--- src/rtl/irq_bank_pkg.sv ---
package irq_bank_pkg;
   localparam int unsigned REG_W      = 32;
   localparam int unsigned BANK_STRIDE = 'h28;
   localparam logic [5:0] OFS_STATUS = 6'h00;
   localparam logic [5:0] OFS_ENABLE = 6'h08;
   localparam logic [5:0] OFS_MASKED = 6'h10;

   typedef enum logic [1:0] {
      SEL_STATUS,
      SEL_ENABLE,
      SEL_MASKED,
      SEL_NONE
   } reg_sel_e;
endpackage

--- src/rtl/irq_addr_dec.sv ---
module irq_addr_dec
   import irq_bank_pkg::*;
#(
   parameter int unsigned NBANK  = 5,
   parameter int unsigned ADDR_W = 12,
   localparam int unsigned BIDX_W = (NBANK > 1) ? $clog2(NBANK) : 1
) (
   input  logic [ADDR_W-1:0] addr,
   output logic [BIDX_W-1:0] bank_idx,
   output logic              bank_hit,
   output reg_sel_e          sel
);
   logic [ADDR_W-1:0] offs;

   initial begin
      if (NBANK * BANK_STRIDE > (1 << ADDR_W))
         $error("irq_addr_dec: address width too small for bank count");
   end

   always_comb begin
      bank_idx = '0;
      bank_hit = 1'b0;
      offs     = '0;
      for (int b = 0; b < NBANK; b++) begin
         if (addr >= ADDR_W'(b * BANK_STRIDE) && addr < ADDR_W'((b + 1) * BANK_STRIDE)) begin
            bank_idx = BIDX_W'(b);
            bank_hit = 1'b1;
            offs     = addr - ADDR_W'(b * BANK_STRIDE);
         end
      end
      sel = SEL_NONE;
      if (bank_hit) begin
         case (offs[5:0])
            OFS_STATUS: sel = SEL_STATUS;
            OFS_ENABLE: sel = SEL_ENABLE;
            OFS_MASKED: sel = SEL_MASKED;
            default:    sel = SEL_NONE;
         endcase
      end
   end
endmodule

--- src/rtl/irq_msb_find.sv ---
module irq_msb_find #(
   parameter int unsigned W = 32,
   localparam int unsigned IDX_W = (W > 1) ? $clog2(W) : 1
) (
   input  logic [W-1:0]     vec,
   output logic [IDX_W-1:0] idx,
   output logic             any
);
   always_comb begin
      idx = '0;
      any = |vec;
      for (int i = 0; i < W; i++)
         if (vec[i]) idx = IDX_W'(i);
   end
endmodule

--- src/rtl/irq_bank.sv ---
module irq_bank
   import irq_bank_pkg::*;
#(
   parameter int unsigned W = 32,
   localparam int unsigned IDX_W = (W > 1) ? $clog2(W) : 1
) (
   input  logic             clk,
   input  logic             rst_n,
   input  logic [W-1:0]     src,
   input  logic             wr_stat,
   input  logic             wr_en,
   input  logic [W-1:0]     wdata,
   output logic [W-1:0]     status,
   output logic [W-1:0]     enable,
   output logic [W-1:0]     masked,
   output logic             req,
   output logic [IDX_W-1:0] vec
);
   logic [W-1:0] clr;
   logic         any;

   assign clr    = wr_stat ? wdata : '0;
   assign masked = status & enable;

   always_ff @(posedge clk or negedge rst_n) begin
      if (!rst_n) begin
         status <= '0;
         enable <= '0;
      end else begin
         status <= (status & ~clr) | src;
         if (wr_en) enable <= wdata;
      end
   end

   irq_msb_find #(.W(W)) u_find (.vec(masked), .idx(vec), .any(any));
   assign req = any;


   req_match_chk: assert property (@(posedge clk) disable iff (!rst_n)
      req == (|(status & enable)));

   src_keeps_chk: assert property (@(posedge clk) disable iff (!rst_n)
      (src != '0) |=> ((status & $past(src)) == $past(src)));

   vec_idle_chk: assert property (@(posedge clk) disable iff (!rst_n)
      !req |-> (vec == '0));

   vec_set_chk: assert property (@(posedge clk) disable iff (!rst_n)
      req |-> masked[vec]);
endmodule

--- src/rtl/irq_bank_ctrl.sv ---
module irq_bank_ctrl
   import irq_bank_pkg::*;
#(
   parameter int unsigned NBANK  = 5,
   parameter int unsigned ADDR_W = 12,
   localparam int unsigned W     = REG_W,
   localparam int unsigned IDX_W = $clog2(W),
   localparam int unsigned BIDX_W = (NBANK > 1) ? $clog2(NBANK) : 1
) (
   input  logic                  clk,
   input  logic                  rst_n,
   input  logic [ADDR_W-1:0]     bus_addr,
   input  logic [W-1:0]          bus_wdata,
   input  logic                  bus_wr,
   input  logic                  bus_rd,
   output logic [W-1:0]          bus_rdata,
   input  logic [NBANK*W-1:0]    src_raw,
   output logic [NBANK-1:0]      irq_req,
   output logic [NBANK*IDX_W-1:0] irq_vec
);
   logic [BIDX_W-1:0] bidx;
   logic              hit;
   reg_sel_e          sel;
   logic [W-1:0]      st_q [NBANK];
   logic [W-1:0]      en_q [NBANK];
   logic [W-1:0]      mk_q [NBANK];
   logic [W-1:0]      rd_mux;

   initial begin
      if (NBANK < 1) $error("irq_bank_ctrl: need at least one bank");
   end

   irq_addr_dec #(.NBANK(NBANK), .ADDR_W(ADDR_W)) u_dec (
      .addr(bus_addr), .bank_idx(bidx), .bank_hit(hit), .sel(sel));

   for (genvar g = 0; g < NBANK; g++) begin : g_bank
      logic sel_me;
      assign sel_me = hit && (bidx == BIDX_W'(g));
      irq_bank #(.W(W)) u_bank (
         .clk(clk), .rst_n(rst_n),
         .src(src_raw[g*W +: W]),
         .wr_stat(bus_wr && sel_me && sel == SEL_STATUS),
         .wr_en(bus_wr && sel_me && sel == SEL_ENABLE),
         .wdata(bus_wdata),
         .status(st_q[g]), .enable(en_q[g]), .masked(mk_q[g]),
         .req(irq_req[g]), .vec(irq_vec[g*IDX_W +: IDX_W]));
   end

   always_comb begin
      rd_mux = '0;
      for (int b = 0; b < NBANK; b++) begin
         if (hit && bidx == BIDX_W'(b)) begin
            case (sel)
               SEL_STATUS: rd_mux = st_q[b];
               SEL_ENABLE: rd_mux = en_q[b];
               SEL_MASKED: rd_mux = mk_q[b];
               default:    rd_mux = '0;
            endcase
         end
      end
   end

   always_ff @(posedge clk or negedge rst_n) begin
      if (!rst_n) bus_rdata <= '0;
      else        bus_rdata <= bus_rd ? rd_mux : '0;
   end


   rdata_idle_chk: assert property (@(posedge clk) disable iff (!rst_n)
      !bus_rd |=> (bus_rdata == '0));
endmodule

--- config.mk ---
export PLATFORM = sky130hd
export DESIGN_NAME = irq_bank_ctrl
export DESIGN_NICKNAME = d
export VERILOG_FILES = /design/src/rtl/irq_bank_pkg.sv /design/src/rtl/irq_addr_dec.sv /design/src/rtl/irq_msb_find.sv /design/src/rtl/irq_bank.sv /design/src/rtl/irq_bank_ctrl.sv
export SDC_FILE = /design/constraint.sdc
export NUM_CORES = 1
export LEC_CHECK = 0
export BUFFER_PORTS_ARGS = -buffer_cell sky130_fd_sc_hd__buf_2
export CAP_MARGIN = 30
export CORE_MARGIN = 1
export CORE_UTILIZATION = 30
export CTS_CLUSTER_SIZE = 14
export DETAILED_ROUTE_END_ITERATION = 16
export SLEW_MARGIN = 10
export SYNTH_ARGS = -nofsm -noshare
export SYNTH_HDL_FRONTEND = slang
export SYNTH_SLANG_ARGS = --single-unit
--- constraint.sdc ---
create_clock -name clk -period 3.3 [get_ports clk]
set_input_delay 0.33 -clock clk [delete_from_list [all_inputs] [get_ports clk]]
set_output_delay 0.33 -clock clk [all_outputs]
set_load 0.02 [all_outputs]
### After elaboration in Yosys (flattened, before gate mapping)

Index checks and enable logic that the tools add are counted.
W data, S select, Z words.

* register bits after elaboration: 352
* latch bits: 0
* RAM bits: 0
* bits in read-only memories: 0
* output and inout bits: 62
* word-level logic and storage cells: 273
* memories: 0

* $add $sub $neg: 4
* multiply operators: 0
* divide/modulo/power cells: 0
* order comparisons: 10
* equality and inequality tests: 8
* shifts and indexed selects: 0
* muxes and demuxes: 187
* bitwise logic cells: 20
* reductions and logical operators: 33

Operators by type and width (count)
* $mux W5: 150
* $pmux W32 S3: 5
* $mux W32: 11
* $and A32 B32 Y32: 10
* $not A32 Y32: 5
* $or A32 B32 Y32: 5
* $reduce_or A32 Y1: 5
* $mux W6: 5
* $logic_and A1 B1 Y1: 25
* $ge A12 B7 Y1 const B: 2
* $lt A12 B7 Y1 const B: 2
* $lt A12 B8 Y1 const B: 2
* $sub A6 B6 Y6 const B: 3
* $ge A12 B1 Y1 const B: 1
* $ge A12 B6 Y1 const B: 1
* $ge A12 B8 Y1 const B: 1
* $lt A12 B6 Y1 const B: 1
* $mux W1: 11
* $eq A3 B2 Y1 const B: 2
* $eq A6 B4 Y1 const B: 1
* $eq A6 B5 Y1 const B: 1
* $logic_not A6 Y1: 1
* $mux W2: 3
* $pmux W2 S3: 1
* 8 further kinds: 8

### Longest topological paths before layout

Gate-level depths: netlist of run 1.

* depth after elaboration: 32
* depth in mapped cells: 14

### By module

Synthesis of run 1 repeated with hierarchy kept, for this count alone.

* cell total of the unflattened synthesis: 2079
* area, all modules: 21524.4 um2

Modules (own cells, without submodules)
* irq_bank: times used 5, cells an instance 199, area an instance 2721.4 um2
* irq_bank_ctrl: times used 1, cells an instance 715, area an instance 5646.7 um2
* irq_msb_find: times used 5, cells an instance 62, area an instance 366.6 um2
* irq_addr_dec: times used 1, cells an instance 59, area an instance 437.9 um2

### Worst setup path before layout of run 1

Ideal clock, no wire load.

* path type: input-to-reg
* start: input bus_addr[8]
* end: register g_bank[2].u_bank.enable[22]
* library setup time: 125 ps
* arrival: 2890 ps
* slack: 285 ps
* cell stages on the path: 11
* buffers on the path: 3
* cells stage by stage: or4_1 a211o_1 a32oi_1 o211a_1 buf_2 and3_1 buf_2 nand2_1 nor2_1 buf_2 mux2_2

* cells in the longest elaborated chain, start to end: 12
* elaborated cells on any way between the ends: 39
* classes of those cells: order compare: 10; eq/ne: 4; mux: 16; reduce/logical: 9

RTL lines
* start: declaration: line irq_bank_ctrl.sv:12 `input logic [ADDR_W-1:0] bus_addr,`
* $ge A12 B1 Y1 / $lt A12 B6 Y1 (equally long branches): line irq_addr_dec.sv:25 `if (addr >= ADDR_W'(b * BANK_STRIDE) && addr < ADDR_W'((b + 1) * BANK_STRIDE)) begin`
* $logic_and A1 B1 Y1: line irq_addr_dec.sv:25
* $mux W6 (5 in a row): line irq_addr_dec.sv:25
* $eq A6 B5 Y1, or another cell as far along: line irq_addr_dec.sv:33 `case (offs[5:0])`
* $pmux W2 S3: line irq_addr_dec.sv:33
* $mux W2: line irq_addr_dec.sv:32 `if (bank_hit) begin`
* $eq A2 B1 Y1: line irq_bank_ctrl.sv:43 `.wr_en(bus_wr && sel_me && sel == SEL_ENABLE),`
* $logic_and A1 B1 Y1 (*): line irq_bank_ctrl.sv:43
* end signal: assignment: line irq_bank.sv:31 `if (wr_en) enable <= wdata;`
* end: declaration: line irq_bank.sv:14 `output logic [W-1:0] enable,`

Mark *: on every way between the ends. The rest lies on a longest branch, timed or not.
A chain may end at the register's enable or synchronous reset.

### Final worst setup path of run 1

* start: register g_bank[3].u_bank.status[3]
* end: output irq_vec[16]

* cells in the longest elaborated chain, start to end: 30

RTL lines
* start: declaration: line irq_bank.sv:13 `output logic [W-1:0] status,`
* start signal: assignment: line irq_bank.sv:30 `status <= (status & ~clr) | src;`
* $and A32 B32 Y32: line irq_bank.sv:23 `assign masked = status & enable;`
* $mux W5 (29 in a row): line irq_msb_find.sv:13 `if (vec[i]) idx = IDX_W'(i);`
* end: declaration: line irq_bank_ctrl.sv:19 `output logic [NBANK*IDX_W-1:0] irq_vec`

Every way passes these cells.

==> results of run 1 <==
==> power by group <==
part / internal, mW / switching [mW] / leakage, nW / total, mW
combinational: 0.284 / 0.375 / 5.99 / 0.659
clock: 2.62 / 1.88 / 0.640 / 4.51
sequential: 4.32 / 0.00130 / 4.08 / 4.32
total: 7.23 / 2.26 / 10.7 / 9.48
==> sequential cells by signal, summed over array words and instances (netlist names) <==
register,cells
bus_rdata,32
g_bank.u_bank.enable,160
g_bank.u_bank.status,160
==> timing repair <==
item,CTS,global route
setup buffers,18,9
cloned,0,0
hold buffers,157,0
pin swaps,31,27
endpoints found under the setup margin,9,23
endpoints found under the hold margin,211,0
resized for setup,33,22
==> cells in the mapped netlist, drive strengths merged (25+ instances only) <==
cell type and number:
clkbuf 87, dfrtp 352, nor2 45, nand3 58, a22o 41, mux2 160, a21oi 54, o221ai 28
o211ai 72, a21o 168, nand2 392, buf 44, and3 25, o21ai 32, a22oi 42
==> how the worst min path moves through the flow <==
stage,slack [ns],end,startpoint
final,0.02,g_bank[4].u_bank.status[9]$_DFF_PN0_,src_raw[137]
after global routing,0.003,g_bank[4].u_bank.status[9]$_DFF_PN0_,src_raw[137]
after CTS,0.005,g_bank[4].u_bank.status[9]$_DFF_PN0_,src_raw[137]
after detailed placement,0.33,g_bank[0].u_bank.status[31]$_DFF_PN0_,rst_n
after global placement,0.32,g_bank[0].u_bank.status[27]$_DFF_PN0_,rst_n
after floorplan,0.03,bus_rdata[0]$_DFF_PN0_,rst_n
==> metal layers <==
metal  wire, um  vias to the layer above  GRT usage
met4       3270                        2      0.107
met2      33600                      864      0.359
li1           -                     7975          -
met1      35700                     8933      0.351
met3       5980                      155     0.0384
met5         11                        -          0
==> cell type report <==
| cell class | instances | area [um^2] |
|---|---|---|
| Fill cell | 5859 | 35800 |
| Multi-Input combinational cell | 1358 | 9290 |
| Sequential cell | 352 | 8810 |
| Timing Repair Buffer | 586 | 4460 |
| Clock buffer | 59 | 1170 |
| Tap cell | 782 | 978 |
| Clock inverter | 12 | 128 |
| Inverter | 21 | 78.8 |
==> kinds of logic after synthesis <==
logic type | count (synthesis)
xor gates and xnor gates | 1
muxes | 162
DFF | 352
adders and majority gates | 9
buffers and inverters | 152
and+or+nand+nor | 591
AOI/OAI and AO/OA | 595
==> through the flow <==
stage | setup WS (ns) | utilization | hold slack, ns | TNS, ns
finish | -0.0762 | 0.411 | 0.0181 | -0.149
global route | -0.197 | 0.411 | 0.00319 | -0.648
CTS | -0.0672 | 0.408 | 0.00513 | -0.0921
detailed placement | -0.531 | 0.357 | 0.327 | -54.45
global placement | -0.409 | 0.357 | 0.318 | -49.74
floorplan | 0.285 | - | 0.0344 | 0
==> summary by stage, run 1 <==
Timing
The number of slew-limit violations in the final report is 0. Dividing the final minimum period by the clock period gives 1.02. In this run the tightest slew margin relative to its limit is 0.578. At the pin with the least slew margin, the transition time is 0.633 ns. Setup violations remaining at the end of the flow were counted as 2. Between clock sinks in the finished design, the worst skew comes to 0.0190 ns. Setup slack on the critical path of the routed design comes to -0.0762 ns.

The number of failing hold endpoints at the final stage came to 0. The post-route minimum period is 3.38 ns. The peak clock frequency supported by timing is 296 MHz. Setup repair after global routing could not meet its margin everywhere.

Synth
In this run the cell area of the synthesized design comes to 18500 um^2. The fraction of synthesized area in multiplexers is 0.0983. Of the total synthesized cell area, the portion taken by full adders, half adders and majority gates is 0.00607. The count of warnings emitted by yosys is 0. The combinational family with the most area after synthesis is compound AO/OA/AOI/OAI gates.

The share of the Yosys chip area taken by registers is 0.475. Ranked by total cell area, the synthesized netlist is headed by dfrtp_1, nand2_1, mux2_2, a21o_1, o211ai_1. The cell taking the most area after synthesis is dfrtp_1.

Of the total synthesized cell area, the portion taken by XOR and XNOR cells is 0.000472. The synthesized-area fraction occupied by ao, oa, aoi and oai cells is 0.245. For this run, asynchronously set or reset flops after synthesis account for 1.00.

The number of nets handed over by synthesis was 2079. Among all flip-flop cells after synthesis, the most frequent one is dfrtp_1. Synthesis instantiated 69 different standard cells from the library. Of the post-synthesis cell area, the dominant cell type holds 0.475. The number of register bits inferred by synthesis is 352. The simple-gate area share of the yosys netlist is 0.140. The number of flops mapped to enable cells by yosys is 0. The mean instance size in the synthesized netlist is around 10 um^2. The count of mapped cells out of synthesis is 1862.

Drt
The count of nets left with antenna violations once routing finished came out at 0. Using the TritonRoute via totals, the vias-per-cell ratio works out to about 5.7. In this run, the number of DRC markers left after iteration 0 of detailed routing was 2126.

After detailed routing, the number of remaining DRC violations is 0. The routed wire length is 78.5 mm. The number of detailed-routing iterations run before antenna repair is 7.

After detailed routing, the average wire length per cell comes to 24.8 um. Summing over every cut layer, the via total after detailed routing is between 15000 and 20000.

GRT
The via count of the first global-routing pass was 17400. The number of antenna violations at the first check in global routing was 1. The first global-routing pass estimated 114 mm of wire. After global routing the overflow that remains totals 0.

The largest net degree at the start of global routing is between 80 and 90. The all-layer global routing usage is 0.244.

Floorplan
The floorplan step set the die width to 251 um. The core region is 60700 um^2. The die boundary height is 251 um. The number of rows in the core area is 90.

The starting utilization of the core area is 0.305. The number of top-level pins is 270. The area of the die is 62800 um^2.

Placed design
The placed cell area is 21700 um^2. Routability-driven placement finished with a final weighted congestion of between 0.9 and 1. In this run, placement finished with an instance count of 2915. Input and output buffers added on the ports amount to 269. The post-detailed-placement half-perimeter wirelength is 59.0 mm.

Layout
In the final design database the tool counted 2576 nets. The post-route cell area is between 20000 and 25000 um^2. The library cell used most frequently in the layout, excluding fill and tap cells, is nand2_1. For this run, the number of standard cells in the final layout without fillers is approximately 3200. The area growth from synthesis to layout is 34.4%. The top cell types in the final layout, fill and taps aside, are nand2_1, dfrtp_1, buf_2. The fraction of layout instances using a drive strength above 1 is 0.282. 0 antenna diodes ended up in the layout.

Clock tree
Clock latency on the worst-skew pair, taken at its later pin, is 0.58 ns. The clock tree from TritonCTS is built. The cell chosen for the clock root is clkbuf_16. The number of levels the H-tree was split into is 2. The total number of clock tree sinks is 352. The total clock buffers created by CTS is 40.

The clock input transition at the sequential cells of the worst setup and hold paths is 0.06 ns. The longest clock path from root to sink contains 3 buffers.

Critical path
STA classifies the critical path startpoint as a register. The most common cell type on the critical path is o211ai_1. In this run the worst path has a maximum fanout of 4. The worst register-to-register path has a setup slack of 1.61 ns. Data arrives at the worst endpoint at 3.05 ns. The worst register-to-register path ends at bus_rdata[26]$_DFF_PN0_.

The peak per-stage delay on the critical path is 0.40 ns. The critical path start-end classification is reg -> out. Counting cells, the worst reg-to-reg path comes to 4.

The cell at the slowest stage of the critical path is a222oi_1. The worst setup path endpoint is irq_vec[16]. The most critical setup path has its startpoint at g_bank[3].u_bank.status[3]$_DFF_PN0_. The total stage count of the critical path is 10. Broken down by cell family, the worst path's largest delay share belongs to compound AO/OA/AOI/OAI gates. The signal on the critical path passes through a22oi_1, a221o_1, a222oi_1, a211oi_2, o211ai_1, a21oi_2, o211ai_1, a21oi_1, o211ai_1, buf_4.

The startpoint identified for the worst register-to-register timing path is g_bank[2].u_bank.enable[26]$_DFFE_PN0P_. The critical path buffer and inverter count is 1. At the worst endpoint, the required time is a little under 3 ns. The kind of capture point of the worst setup path is an output pin.

Status
The flow ran to the end, but the final reports show violations. The checks that failed: setup timing.

Power
For this design the static power due to leakage is between 10 and 15 nW. The ratio of total power to cell area is 381 nW/um^2. Summing internal, switching and leakage power gives 9.48 mW.

The largest voltage drop on the vdd net is between 0.0003 and 0.0004 V.

Hold path
In this run the worst hold path is classified as in -> reg. Counting instances, the worst hold path has a depth of 2.

Job
Across the run, the number of max-cap violations was 0.
Power figures use the tool's default switching activity.
==> inputs of run 2 (changes only) <==
--- a/config.mk
+++ b/config.mk
@@ -6,4 +6,5 @@
 export NUM_CORES = 1
 export LEC_CHECK = 0
+export ABC_AREA = 1
 export BUFFER_PORTS_ARGS = -buffer_cell sky130_fd_sc_hd__buf_2
 export CAP_MARGIN = 30
==> constraint.sdc (replaced) <==
create_clock -name clk -period 3.3 [get_ports clk]
set_input_delay 0.33 -clock clk [delete_from_list [all_inputs] [get_ports clk]]
set_output_delay 0.33 -clock clk [all_outputs]
set_load 0.1 [all_outputs]
==> summary by stage, run 2 <==
Status
The flow ran to the end, but the final reports show violations. The checks that failed: setup timing.

Layout
The area growth from synthesis to layout is 27.7%. Leaving out fill and tap cells, the most frequent cells in the layout are nand2_1, dfrtp_1, nor2_1. The largest registers in the layout are g_bank.u_bank.enable: 160 flops, g_bank.u_bank.status: 160 flops, bus_rdata: 32 flops.

The final layout net count is 3360. Leaving out fill and tap cells, the most frequent cell in the layout is nand2_1. In the final layout, the share of cells above drive strength 1 is 0.161.

The layout has 6918 filler cells. The number of antenna diodes in the final layout is 0.

Timing
The setup TNS is -0.00757 ns. The slew at the pin with the worst max-slew slack is between 0.8 and 0.9 ns. The peak clock frequency supported by timing is 302 MHz. The number of slew-limit violations in the final report is 0.

Headroom to the max-slew limit came out at 0.404. The part of the cycle the worst path needs is 1.00. Setup repair after global routing could not meet its margin everywhere. The number of failing hold endpoints at the final stage is 0. The final setup violation count is 1. The smallest clock period supported by the final layout is computed as between 3 and 4 ns. In the post-route analysis, the smallest setup slack over all paths is -0.00757 ns.

The clock arrives with about 0.031 ns of skew.

GRT
The number of antenna violations at the first check in global routing is 7. The largest net degree at the start of global routing is 71. After global routing the overflow that remains totals 0. The all-layer global routing usage is 0.241.

The global-route wire length before repair is roughly 120 mm. The via count of the first global-routing pass was 19100.

Critical path
The setup check on the worst reg-to-reg path leaves a slack of 1.75 ns. Counting both buffers and inverters, the worst setup path holds a total of 1. The category of the worst setup path launch point is a register. The worst setup path is of the reg -> out kind.

The arrival time of data at the critical path endpoint is a little under 3 ns. STA puts the critical path data required time at 2.97 ns. The largest single stage delay on the critical path is 0.42 ns.

The kind of capture point of the worst setup path is an output pin. The kind of cell with the highest combined delay along the critical path is simple AND/OR/NAND/NOR gates. The endpoint identified for the worst register-to-register timing path is bus_rdata[3]$_DFF_PN0_. Counting cells, the worst reg-to-reg path comes to 7. Of all nets on the critical path, the largest fanout is 3. The startpoint of the most critical register-to-register path is g_bank[1].u_bank.status[3]$_DFF_PN0_.

The largest individual stage delay along the critical path comes from the cell dfrtp_1. The most numerous cell type found on the critical path is nand2_1.

Clock tree
The total number of clock tree sinks is 352. The deepest clock path buffer count is 3. CTS built an H-tree with a depth of 2. The worst-skew pair later-pin latency is 0.58 ns. TritonCTS built the clock tree. The clock input transition at the sequential cells of the worst setup and hold paths is approximately 0.060 ns.

CTS placed an instance of clkbuf_16 at the clock tree root. The number of clock buffers added by TritonCTS is 42.

Power
Summed over all nets, the switching power comes to 4.56 mW. The share of total power dissipated in the clock network is 0.380. The overall power consumption is 12.7 mW. The switching part of the total power is 0.360. Across the VDD grid, the largest voltage drop is 0.000436 V. The internal power of the cells totals around 8 mW. The share of total power dissipated in sequential elements is 0.353. The share of total power dissipated in combinational logic is 0.267. The total leakage power is 13.3 nW. For this design the ratio of total power to cell area is roughly 500 nW/um^2.

Hold path
The path with the worst hold slack has its endpoint at g_bank[3].u_bank.status[12]$_DFF_PN0_. The launch point of the worst hold path is src_raw[108]. The worst hold path belongs to the class in -> reg. Counting instances, the worst hold path has a depth of 2.

Drt
For this block, the via count after detailed routing is 19800. The routed wire length is 81.2 mm. The post-detailed-route DRC marker count is 0. After the first detailed-routing iteration, the DRC count stood at 1832. The post-route antenna net violation count is 0. Dividing the detail-routed wire length by the instance count gives 20.2 um. The average via count per standard cell is around 4.9. For this run, the detailed router's first-pass iteration total came to 5.

Floorplan
The starting utilization of the core area is 0.305. The placeable core region is between 60000 and 70000 um^2. The die covers about 67000 um^2. The number of top-level pins is 270. The die boundary height is 259 um.

The floorplan has 93 rows. The horizontal die dimension is 259 um.

Synth
Of the synthesized area, sequential elements account for 0.444. The most used flip-flop cell after synthesis is dfrtp_1. The count of mapped cells out of synthesis is ~2700. The number of register bits inferred by synthesis is approximately 350. In the synthesized netlist the async set-or-reset flop fraction comes to 1.00. The biggest area contributor in the post-synthesis netlist is dfrtp_1. The number of nets produced by synthesis is 2956. The share of Yosys cell area claimed by the top area cell type is 0.444. The mean instance size in the synthesized netlist is 7.24 um^2.

The summed instance area of the synthesized netlist is 19800 um^2. Yosys attributes the largest share of cell area to dfrtp_1, nand2_1, nor2_1, inv_1, o21ai_0. By count the netlist is led by nand2_1, dfrtp_1, nor2_1. The number of flops mapped to enable cells by yosys is 0. Among all cell types in the netlist, the one instantiated most often is nand2_1. The count of warnings emitted by yosys is 0. Synthesis instantiated 46 different standard cells from the library.

Placed design
After legalization and detailed placement, the total HPWL measured around 58 mm. The congestion estimate from routability-driven global placement came to roughly 0.9. Port buffering added 269 buffers.

Job
The count of maximum capacitance violations is 0.
-- run 2: cell types whose count changed after synthesis, sizes merged, moves of 41 or more --
cell	previous run	this run
inv	21	291
a21oi	54	104
o21bai	5	104
o21ai	32	354
mux2	160	0
nand3	58	12
nand2	392	894
nor2	45	317
a21o	168	0
a22o	41	0
a22oi	42	0
-- run 2: logic make-up after synthesis --
group / Yosys count / share of synthesized area
DFF: 352 / 0.444
and+or+nand+nor: 1290 / 0.260
xor gates and xnor gates: 1 / 0.000442
buffers and inverters: 451 / 0.101
adders and majority gates: 9 / 0.00568
AOI/OAI and AO/OA: 636 / 0.188
-- run 2: worst max path at each step --
stage,depth (start not counted),startpoint,slack [ns],to
floorplan,15,g_bank[4].u_bank.enable[5]$_DFFE_PN0P_,0.37,irq_vec[21]
global placement,21,bus_addr[4],0.03,bus_rdata[15]$_DFF_PN0_
detailed placement,22,bus_addr[4],0.03,bus_rdata[22]$_DFF_PN0_
CTS,32,g_bank[2].u_bank.enable[2]$_DFFE_PN0P_,-0.03,irq_vec[10]
global route,32,g_bank[2].u_bank.enable[2]$_DFFE_PN0P_,-0.32,irq_vec[10]
finish,32,g_bank[2].u_bank.enable[2]$_DFFE_PN0P_,-0.008,irq_vec[10]
-- run 2: layer usage --
metal,vias to the layer above,track usage,share of wire,routed length [um]
li1,9461,-,-,-
met3,134,0.0349,0.071,5800
met1,9404,0.321,0.42,34400
met2,750,0.398,0.47,38100
met4,2,0.0837,0.035,2870
met5,-,0,0.00022,18
-- run 2: power by group through the flow --
| stage | registers [mW] | clock network (mW) | logic [mW] |
|---|---|---|---|
| 2_1_floorplan | 4.57 | 0 | 2.17 |
| 3_3_place_gp | 4.55 | 0 | 3.12 |
| 3_5_place_dp | 4.55 | 0 | 3.12 |
| 4_1_cts | 4.48 | 4.88 | 3.34 |
| 5_1_grt | 4.49 | 5.05 | 3.58 |
| 6_report | 4.48 | 4.81 | 3.38 |
-- run 2: through the flow --
step	cells	cell area (um^2)	hold slack, ns	utilization	worst slack, ns
floorplan	2739	19800	0.0344	-	0.366
global placement	3813	22400	0.359	0.345	0.0312
detailed placement	3813	22400	0.357	0.345	0.0274
CTS	4015	25200	0.000228	0.388	-0.0261
global route	4027	25300	0.00925	0.390	-0.321
finish	4027	25300	0.0174	0.390	-0.00757
-- run 2: layout make-up --
type	count	area (um^2)	area share
clock buffers	57	1170	0.0461
clock inverters	16	226	0.00894
inverters	324	1220	0.0480
multi-input cells	1936	9080	0.359
flip-flops and latches	352	8810	0.348
well taps	855	1070	0.0422
repair buffers	487	3750	0.148
-- run 2: what timing repair did --
item | CTS | global route
endpoints found under the hold margin | 180 | 1
pin swaps | 0 | 9
gates resized for setup | 21 | 24
setup endpoints to repair | 5 | 10
hold buffers | 126 | 1
setup buffers | 3 | 11
